**src/rtl/rtsfc_pkg.sv**
```systemverilog
package rtsfc_pkg;
  typedef enum logic [1:0] {
    FC_MANUAL   = 2'd0,
    FC_CTS_ONLY = 2'd1,
    FC_AUTO     = 2'd2
  } fc_mode_e;

  typedef enum logic [1:0] {
    TRG_ONE   = 2'd0,
    TRG_FOUR  = 2'd1,
    TRG_EIGHT = 2'd2,
    TRG_DEEP  = 2'd3
  } trig_sel_e;
endpackage

```
**src/rtl/rtsfc_mode_dec.sv**
```systemverilog
module rtsfc_mode_dec
  import rtsfc_pkg::*;
(
  input  logic     rts_req,
  input  logic     flow_en,
  output fc_mode_e mode
);
  always_comb begin
    if (!flow_en)     mode = FC_MANUAL;
    else if (rts_req) mode = FC_AUTO;
    else              mode = FC_CTS_ONLY;
  end
endmodule

```
**src/rtl/rtsfc_trig_dec.sv**
```systemverilog
module rtsfc_trig_dec
  import rtsfc_pkg::*;
#(
  parameter int LVL_W    = 5,
  parameter int TRIG_LO  = 1,
  parameter int TRIG_MID = 4,
  parameter int TRIG_HI  = 8
) (
  input  logic [1:0]       trig_sel,
  output logic [LVL_W-1:0] thresh,
  output logic             deep
);
  always_comb begin
    deep   = 1'b0;
    thresh = LVL_W'(TRIG_LO);
    case (trig_sel_e'(trig_sel))
      TRG_ONE:   thresh = LVL_W'(TRIG_LO);
      TRG_FOUR:  thresh = LVL_W'(TRIG_MID);
      TRG_EIGHT: thresh = LVL_W'(TRIG_HI);
      default:   deep   = 1'b1;
    endcase
  end
endmodule

```
**src/rtl/rtsfc_hyst.sv**
```systemverilog
module rtsfc_hyst #(
  parameter int DEPTH = 16,
  parameter int LVL_W = 5
) (
  input  logic             clk,
  input  logic             rst,
  input  logic             auto_on,
  input  logic             deep,
  input  logic [LVL_W-1:0] thresh,
  input  logic [LVL_W-1:0] level,
  input  logic             first_bit,
  input  logic             host_rd,
  output logic             paused_d,
  output logic             paused_q
);
  localparam logic [LVL_W-1:0] DEEP_MARK = LVL_W'(DEPTH - 1);

  always_comb begin
    paused_d = paused_q;
    if (!auto_on) begin
      paused_d = 1'b0;
    end else if (deep) begin
      // a read frees a slot, so it wins over an arriving character
      if (host_rd)                              paused_d = 1'b0;
      else if (first_bit && level >= DEEP_MARK) paused_d = 1'b1;
    end else begin
      if (level == '0)          paused_d = 1'b0;
      else if (level >= thresh) paused_d = 1'b1;
    end
  end

  always_ff @(posedge clk) begin
    if (rst) paused_q <= 1'b0;
    else     paused_q <= paused_d;
  end

  p_shallow_set_r4: assert property (@(posedge clk) disable iff (rst)
    auto_on && !deep && level >= thresh |=> paused_q);
  p_shallow_hold_r5: assert property (@(posedge clk) disable iff (rst)
    auto_on && !deep && paused_q && level != '0 |=> paused_q);
  p_deep_set_r6: assert property (@(posedge clk) disable iff (rst)
    auto_on && deep && first_bit && !host_rd && level >= DEEP_MARK |=> paused_q);
  p_deep_read_r7: assert property (@(posedge clk) disable iff (rst)
    auto_on && deep && host_rd |=> !paused_q);
  p_deep_no_level_r8: assert property (@(posedge clk) disable iff (rst)
    auto_on && deep && !paused_q && !first_bit |=> !paused_q);
  p_exit_clears_r9: assert property (@(posedge clk) disable iff (rst)
    !auto_on |=> !paused_q);
endmodule

```
**src/rtl/auto_rts_ctrl.sv**
```systemverilog
module auto_rts_ctrl
  import rtsfc_pkg::*;
#(
  parameter int DEPTH    = 16,
  parameter int TRIG_LO  = 1,
  parameter int TRIG_MID = 4,
  parameter int TRIG_HI  = 8,
  parameter int LVL_W    = $clog2(DEPTH + 1)
) (
  input  logic             clk,
  input  logic             rst,
  input  logic [LVL_W-1:0] fifo_level,
  input  logic [1:0]       trig_sel,
  input  logic             rx_first_bit,
  input  logic             host_rd,
  input  logic             mcr_rts_req,
  input  logic             mcr_flow_en,
  output logic             rts_n
);
  fc_mode_e         mode;
  logic [LVL_W-1:0] thresh;
  logic             deep;
  logic             paused_d;
  logic             paused_q;
  logic             auto_on;

  rtsfc_mode_dec u_mode (
    .rts_req (mcr_rts_req),
    .flow_en (mcr_flow_en),
    .mode    (mode)
  );

  rtsfc_trig_dec #(
    .LVL_W   (LVL_W),
    .TRIG_LO (TRIG_LO),
    .TRIG_MID(TRIG_MID),
    .TRIG_HI (TRIG_HI)
  ) u_trig (
    .trig_sel(trig_sel),
    .thresh  (thresh),
    .deep    (deep)
  );

  assign auto_on = (mode == FC_AUTO);

  rtsfc_hyst #(
    .DEPTH(DEPTH),
    .LVL_W(LVL_W)
  ) u_hyst (
    .clk      (clk),
    .rst      (rst),
    .auto_on  (auto_on),
    .deep     (deep),
    .thresh   (thresh),
    .level    (fifo_level),
    .first_bit(rx_first_bit),
    .host_rd  (host_rd),
    .paused_d (paused_d),
    .paused_q (paused_q)
  );

  always_ff @(posedge clk) begin
    if (rst) begin
      rts_n <= 1'b1;
    end else begin
      case (mode)
        FC_AUTO:     rts_n <= paused_d;
        FC_CTS_ONLY: rts_n <= 1'b1;
        default:     rts_n <= ~mcr_rts_req;
      endcase
    end
  end

  p_reset_idle_r1: assert property (@(posedge clk)
    rst |=> rts_n);
  p_manual_mirror_r2: assert property (@(posedge clk) disable iff (rst)
    !mcr_flow_en |=> rts_n == !$past(mcr_rts_req));
  p_cts_only_r3: assert property (@(posedge clk) disable iff (rst)
    mcr_flow_en && !mcr_rts_req |=> rts_n);
  p_auto_pin_r5: assert property (@(posedge clk) disable iff (rst)
    auto_on |=> rts_n == paused_q);
endmodule

```
**config.mk**
```make
export PLATFORM = sky130hd
export DESIGN_NAME = auto_rts_ctrl
export DESIGN_NICKNAME = d
export VERILOG_FILES = /design/src/rtl/rtsfc_pkg.sv /design/src/rtl/rtsfc_mode_dec.sv /design/src/rtl/rtsfc_trig_dec.sv /design/src/rtl/rtsfc_hyst.sv /design/src/rtl/auto_rts_ctrl.sv
export SDC_FILE = /design/constraint.sdc
export NUM_CORES = 1
export LEC_CHECK = 0
export ABC_AREA = 1
export CORE_AREA = 2 2 39 41
export CTS_CLUSTER_DIAMETER = 40
export DETAILED_ROUTE_END_ITERATION = 8
export DIE_AREA = 0 0 41 43
export MAX_ROUTING_LAYER = met4
export PLACE_DENSITY_LB_ADDON = 0.2
export SYNTH_ARGS = -nofsm -noshare
export SYNTH_HDL_FRONTEND = slang
export SYNTH_SLANG_ARGS = --single-unit
```
**constraint.sdc**
```tcl
create_clock -name clk -period 1.85 [get_ports clk]
set_input_delay 0.185 -clock clk [delete_from_list [all_inputs] [get_ports clk]]
set_output_delay 0.185 -clock clk [all_outputs]
set_load 0.005 [all_outputs]
```
==> impl_metrics.yaml, run 1 <==
synth:
  ys_seq_area_frac: 0.158
  synth_edf_count: 0
  ys.flop_type: "dfxtp_1"
  netlist.top_cell.by_area: "ha_1"
  syn_area_sq_um: 253
  async_reset_ff_frac: 0
  avgSynthCellArea_sq_um: 6.02
  syn_nets: 61
  synth.cells.most_frequent: "nand2_1, inv_1, nor2_1"
  ys_types: 8
  netlist_instances: 42
  synthMostInstantiatedCell: "nand2_1"
  synth_area_leaders: "ha_1, nand2_1, dfxtp_1"
  synth_warnings: 0
  synth_top_area_frac: 0.297
  synth-seq-cells: 2
timing:
  tns_ns: 0
  rsz0062_at_grt: "false"
  slew_headroom: 0.920
  period_share: 0.870
  hold_viol_final: 0
  setup_violations: 0
  min_period_ns: 1.61
  tightest_slew_ns: 0.120
  maxClockFrequency_mhz: 621
  whs_ns: 0.530
  fin_ws_ns: 0.240
  slew_viol_final: 0
  clock_skew_ns: 0.00239
worst_setup_path:
  crit_top_cell: "nand2_1"
  cp_slowest_cell: "clkdlybuf4s50_1"
  r2r_cells: 6
  crit_path_end_kind: "flop"
  start_kind: "primary input"
  path_buf_inv: 1
  worstPathRequired_ns: 1.96
  crit_fanout: 2
  timing.rr.start: "u_hyst.paused_q"
  critPathMaxStageDelay_ns: 0.48
  rr_endpoint: "rts_n"
  cp_cell_sequence: "clkdlybuf4s50_1 -> ha_1 -> ha_1 -> nor2_1 -> nand2_1 -> nand2_1 -> nand2_1 -> nand2_1 -> nand2_1 -> nand2_1 -> nand2_1 -> nand3_2 -> nand2_1"
  reg2reg_setup_slack_ns: 1.07
  worst_ep_arrival_time_ns: 1.72
  crit_type: "primary input to flop"
  crit_family: "simple AND/OR/NAND/NOR gates"
global_route:
  grt_max_degree: 4
  antenna_found_initial: 0
  grt.total_usage: 0.0646
  grt_pass1_wl_microns: 752
  grt_pass1_vias: 230
  overflow: 0
hold_path:
  hold_depth: 4
  hold_path_startpoint: "mcr_rts_req"
  holdPathEnd: "rts_n"
  hold_class: "primary input to flop"
floorplanning:
  die_w_microns: 41
  die-height_microns: 43
  fp.coreArea_sq_mm: 0.00138
  io_pins: 14
  rows: 14
  dieArea_sq_mm: 0.00176
  initial_utilization: 0.183
drt:
  wl_per_cell_microns: 6.24
  dr.first_iter.drc_count: 0
  drt-pass1-iter-count: 1
  ant_nets: 0
  vias: 279
  vias_per_cell: 3.67
  drt_wl_total_microns: 474
  top_layer: "met3"
  met1_length_microns: 196
  wl_met2_microns: 255
  drc: 0
  dr_wl_met3_microns: 21
place:
  routabilityCongestion: 0.674
  io_buffers: 13
  dp_slack_ns: -0.101
  dp_hpwl_microns: 435
clock_tree:
  ctsHoldBuffers: 0
  clkSinkCount: 2
  clock_latency_ns: 0.22
  tritoncts: "built"
  cts-buffers-inserted: 3
  cts.clk_slew.worst_paths_ns: 0.03
  cts-root-buf: "clkbuf_4"
  cts_buffer_depth: 2
  postCtsSetupBuffers: 0
  h-tree-depth: 1
  ctsResizeCount: 0
finish:
  area_growth_pct: 75.2
  antenna_cells: 0
  finalNetCount: 81
  fin_util: 0.320
  drive_above_1_share: 0.117
  nFillCells: 165
power_and_ir_drop:
  peakVddDrop_mv: 0.148
  powerDensity_mw_per_mm2: 467
  p_leak_uw: 0.000240
outcome:
  status: "complete, no violations"
run:
  maxCapViolCount: 0
placed cells by master (no fill, tap or decap):
master	count
nor2_1	7
buf_4	2
nand3_2	1
dfxtp_1	2
nor2_2	1
dlymetal6s2s_1	1
o21ai_1	1
inv_1	10
clkdlybuf4s50_1	12
ha_1	6
nand2_1	14
clkbuf_4	3
metrics by stage:
stage	instances	cell area, sq um	power [uW]
detailed placement	73	418	116
global placement	73	418	115
floorplan	42	253	76.2
global route	76	443	226
finish	76	443	207
CTS	76	440	213
per-layer routing:
layer,global-route usage,vias to the layer above
met2,0.0906,6
met1,0.0701,115
met3,0.0157,0
met4,0.0600,0
li1,-,158
met5,-,-
layout make-up:
cell class                      count  area [sq um]  share of cell area
Clock buffer                        3          22.5              0.0508
Timing Repair Buffer               15           148               0.333
Inverter                           10          37.5              0.0847
Tap cell                           16          20.0              0.0452
Multi-Input combinational cell     30           175               0.395
Sequential cell                     2          40.0              0.0904
worst max path at each step:
stage	cells after the start	to	slack [ns]	startpoint
finish	13	rts_n	0.24	trig_sel[1]
global route	13	rts_n	0.09	trig_sel[1]
CTS	14	rts_n	0.12	trig_sel[0]
detailed placement	14	rts_n	-0.10	trig_sel[0]
global placement	14	rts_n	-0.10	trig_sel[0]
floorplan	13	rts_n	0.50	trig_sel[0]
flip-flops by register name, indices dropped and copies added (netlist names):
signal / count
u_hyst.paused_q: 1
rts_n: 1
power by group:
part	internal, uW	leakage (uW)	switching [uW]
Clock	71.3	0.0000138	22.0
Combinational	41.2	0.000210	26.0
Sequential	45.7	0.0000165	0.709
Total	158	0.000240	48.8
tightest hold or removal path, cell delays in order:
cell and delay (ns):
clkdlybuf4s50_1 0.39, inv_1 0.05, nor2_1 0.04, nand2_1 0.05
cells by family (layout without fill, tap and decap cells):
group / Yosys count / in the layout / synth area share
fa+ha+maj: 6 / 6 / 0.297
buf+inv: 10 / 28 / 0.149
flops: 2 / 2 / 0.158
simple gates: 23 / 23 / 0.376
compound gates: 1 / 1 / 0.0198
(Power assumes the default switching activity.)
==> inputs of run 2 (changes only) <==
--- a/config.mk
+++ b/config.mk
@@ -12,6 +12,7 @@
 export DIE_AREA = 0 0 41 43
 export MAX_ROUTING_LAYER = met4
 export PLACE_DENSITY_LB_ADDON = 0.2
+export SLEW_MARGIN = 5
 export SYNTH_ARGS = -nofsm -noshare
 export SYNTH_HDL_FRONTEND = slang
 export SYNTH_SLANG_ARGS = --single-unit
==> results of run 2 <==
No change in the layout: final DEF, timing and power equal those of run 1.
==> inputs of run 3 (changes only) <==
==> constraint.sdc (replaced) <==
create_clock -name clk -period 1.9 [get_ports clk]
set_input_delay 0.19 -clock clk [delete_from_list [all_inputs] [get_ports clk]]
set_output_delay 0.19 -clock clk [all_outputs]
set_load 0.005 [all_outputs]
==> run 3 against run 2 <==
Final area decreased by 0.57%. Critical path depth increased by 1. Worst hold slack improved by 0.0049 ns. Highest routed layer unchanged.
==> impl_metrics.yaml, run 3 (synthesis gave the netlist of run 1 again) <==
outcome:
  status: "complete, no violations"
power_and_ir_drop:
  peakVddDrop_mv: 0.195
  switching_share: 0.236
  power_frac_seq: 0.224
  powerDensity_mw_per_mm2: 459
  power.total_uw: 202
  p_comb_frac: 0.327
  p_clk_frac: 0.449
  p_leak_uw: 0.000231
  p_switching_uw: 47.6
  p_int_uw: 154
global_route:
  overflow: 0
  grt_pass1_wl_microns: 924
  grt.total_usage: 0.0759
  use_met1: 0.0796
  top_usage_layer: "met2"
  grt_pass1_vias: 275
  grt_max_degree: 4
  antenna_found_initial: 0
  met2_usage: 0.125
  grtUsageMet3: 0.0157
floorplanning:
  die-height_microns: 43
  io_pins: 14
  initial_utilization: 0.183
  die_w_microns: 41
  dieArea_sq_mm: 0.00176
  fp.coreArea_sq_mm: 0.00138
  rows: 14
timing:
  maxClockFrequency_mhz: 585
  setup_violations: 0
  period_share: 0.900
  min_period_ns: 1.71
  slew_viol_final: 0
  tightest_slew_ns: 0.122
  whs_ns: 0.535
  clock_skew_ns: 0.00164
  hold_viol_final: 0
  rsz0062_at_grt: "false"
  slew_headroom: 0.918
finish:
  antenna_cells: 0
  instances_no_fill: 76
  largest_registers: "rts_n: 1 flops, u_hyst.paused_q: 1 flops"
  finalNetCount: 81
  drive_above_1_share: 0.117
  area_growth_pct: 74.3
  design_area_sq_um: 440
  multi_input_area_sq_um: 175
  nFillCells: 158
  final_cell_mix: "nand2_1, clkdlybuf4s50_1, inv_1"
  seq_area_sq_um: 40.0
  mostFrequentLayoutCell: "nand2_1"
drt:
  vias_per_cell: 3.71
  wl_per_cell_microns: 6.29
  drc: 0
  ant_nets: 0
  vias: 282
  drt-pass1-iter-count: 2
  drt_wl_total_microns: 478
  dr.first_iter.drc_count: 1
clock_tree:
  cts.clk_slew.worst_paths_ns: 0.03
  cts-buffers-inserted: 3
  cts_buffer_depth: 2
  tritoncts: "built"
  clkSinkCount: 2
  clock_latency_ns: 0.22
  ctsResizeCount: 0
  cts-root-buf: "clkbuf_4"
  h-tree-depth: 1
  postCtsSetupBuffers: 0
  ctsHoldBuffers: 0
worst_setup_path:
  crit_fanout: 2
  worstPathRequired_ns: 2.01
  crit_path_end_kind: "flop"
  crit_type: "primary input to flop"
  critPathMaxStageDelay_ns: 0.47
  cp_cell_sequence: "clkdlybuf4s50_1 -> inv_1 -> ha_1 -> ha_1 -> nor2_1 -> nand2_1 -> nand2_1 -> nand2_1 -> nand2_1 -> nand2_1 -> nand2_1 -> nand2_1 -> nand3_2 -> nand2_1"
  crit_top_cell: "nand2_1"
  path_buf_inv: 2
  cp_slowest_cell: "clkdlybuf4s50_1"
  r2r_cells: 6
  worst_ep_arrival_time_ns: 1.82
  crit_family: "adder cells"
  cp.depth: 14
  start_kind: "primary input"
run:
  maxCapViolCount: 0
hold_path:
  hold_depth: 4
  hold_class: "primary input to flop"
place:
  dp_cells: 73
  dpl_cell_area_sq_um: 418
  io_buffers: 13
  dp_hpwl_microns: 434
  routabilityCongestion: 0.666
==> run 3: changes by cell type in the layout (fill, tap and decap cells not counted), sizes merged <==
cell           before  now
dlymetal6s2s        1    0
clkdlybuf4s50      12   13
==> run 3: per-stage QoR <==
stage | setup slack [ns] | utilization | TNS [ns]
after global routing | 0.0191 | 0.318 | 0
after detailed placement | -0.0476 | 0.302 | -0.0741
after CTS | 0.177 | 0.318 | 0
final | 0.190 | 0.318 | 0
after floorplan | 0.543 | - | 0
after global placement | -0.0535 | 0.302 | -0.0796
==> run 3: metal layers <==
layer	vias up	wire length, microns
met2	4	249
met1	117	211
met5	-	0
met3	0	17
met4	0	0
li1	161	-
==> run 3: final timing paths <==
check | start | end | slack (ns)
worst max-delay path | trig_sel[0] | rts_n | 0.19
worst min-delay path | mcr_rts_req | rts_n | 0.54
worst max register to register | u_hyst.paused_q | rts_n | 1.13
worst min register to register | u_hyst.paused_q | u_hyst.paused_q | 0.65
==> run 3: area by class of cell <==
class                           instances  share of cell area
Multi-Input combinational cell         30               0.398
Timing Repair Buffer                   15               0.330
Sequential cell                         2              0.0909
Inverter                               10              0.0852
Clock buffer                            3              0.0511
Tap cell                               16              0.0455
==> run 3: tightest hold or removal path: stages <==
cell and delay [ns]:
clkdlybuf4s50_1 0.40, inv_1 0.05, nor2_1 0.04, nand2_1 0.05
==> run 3: power groups by stage <==
stage	clock, uW	combinational (uW)	sequential (uW)
2_1_floorplan	0	28.4	45.8
3_3_place_gp	0	66.6	45.7
3_5_place_dp	0	67.2	45.7
4_1_cts	95.5	67.6	45.2
5_1_grt	97.5	76.0	45.4
6_report	90.7	66.1	45.2
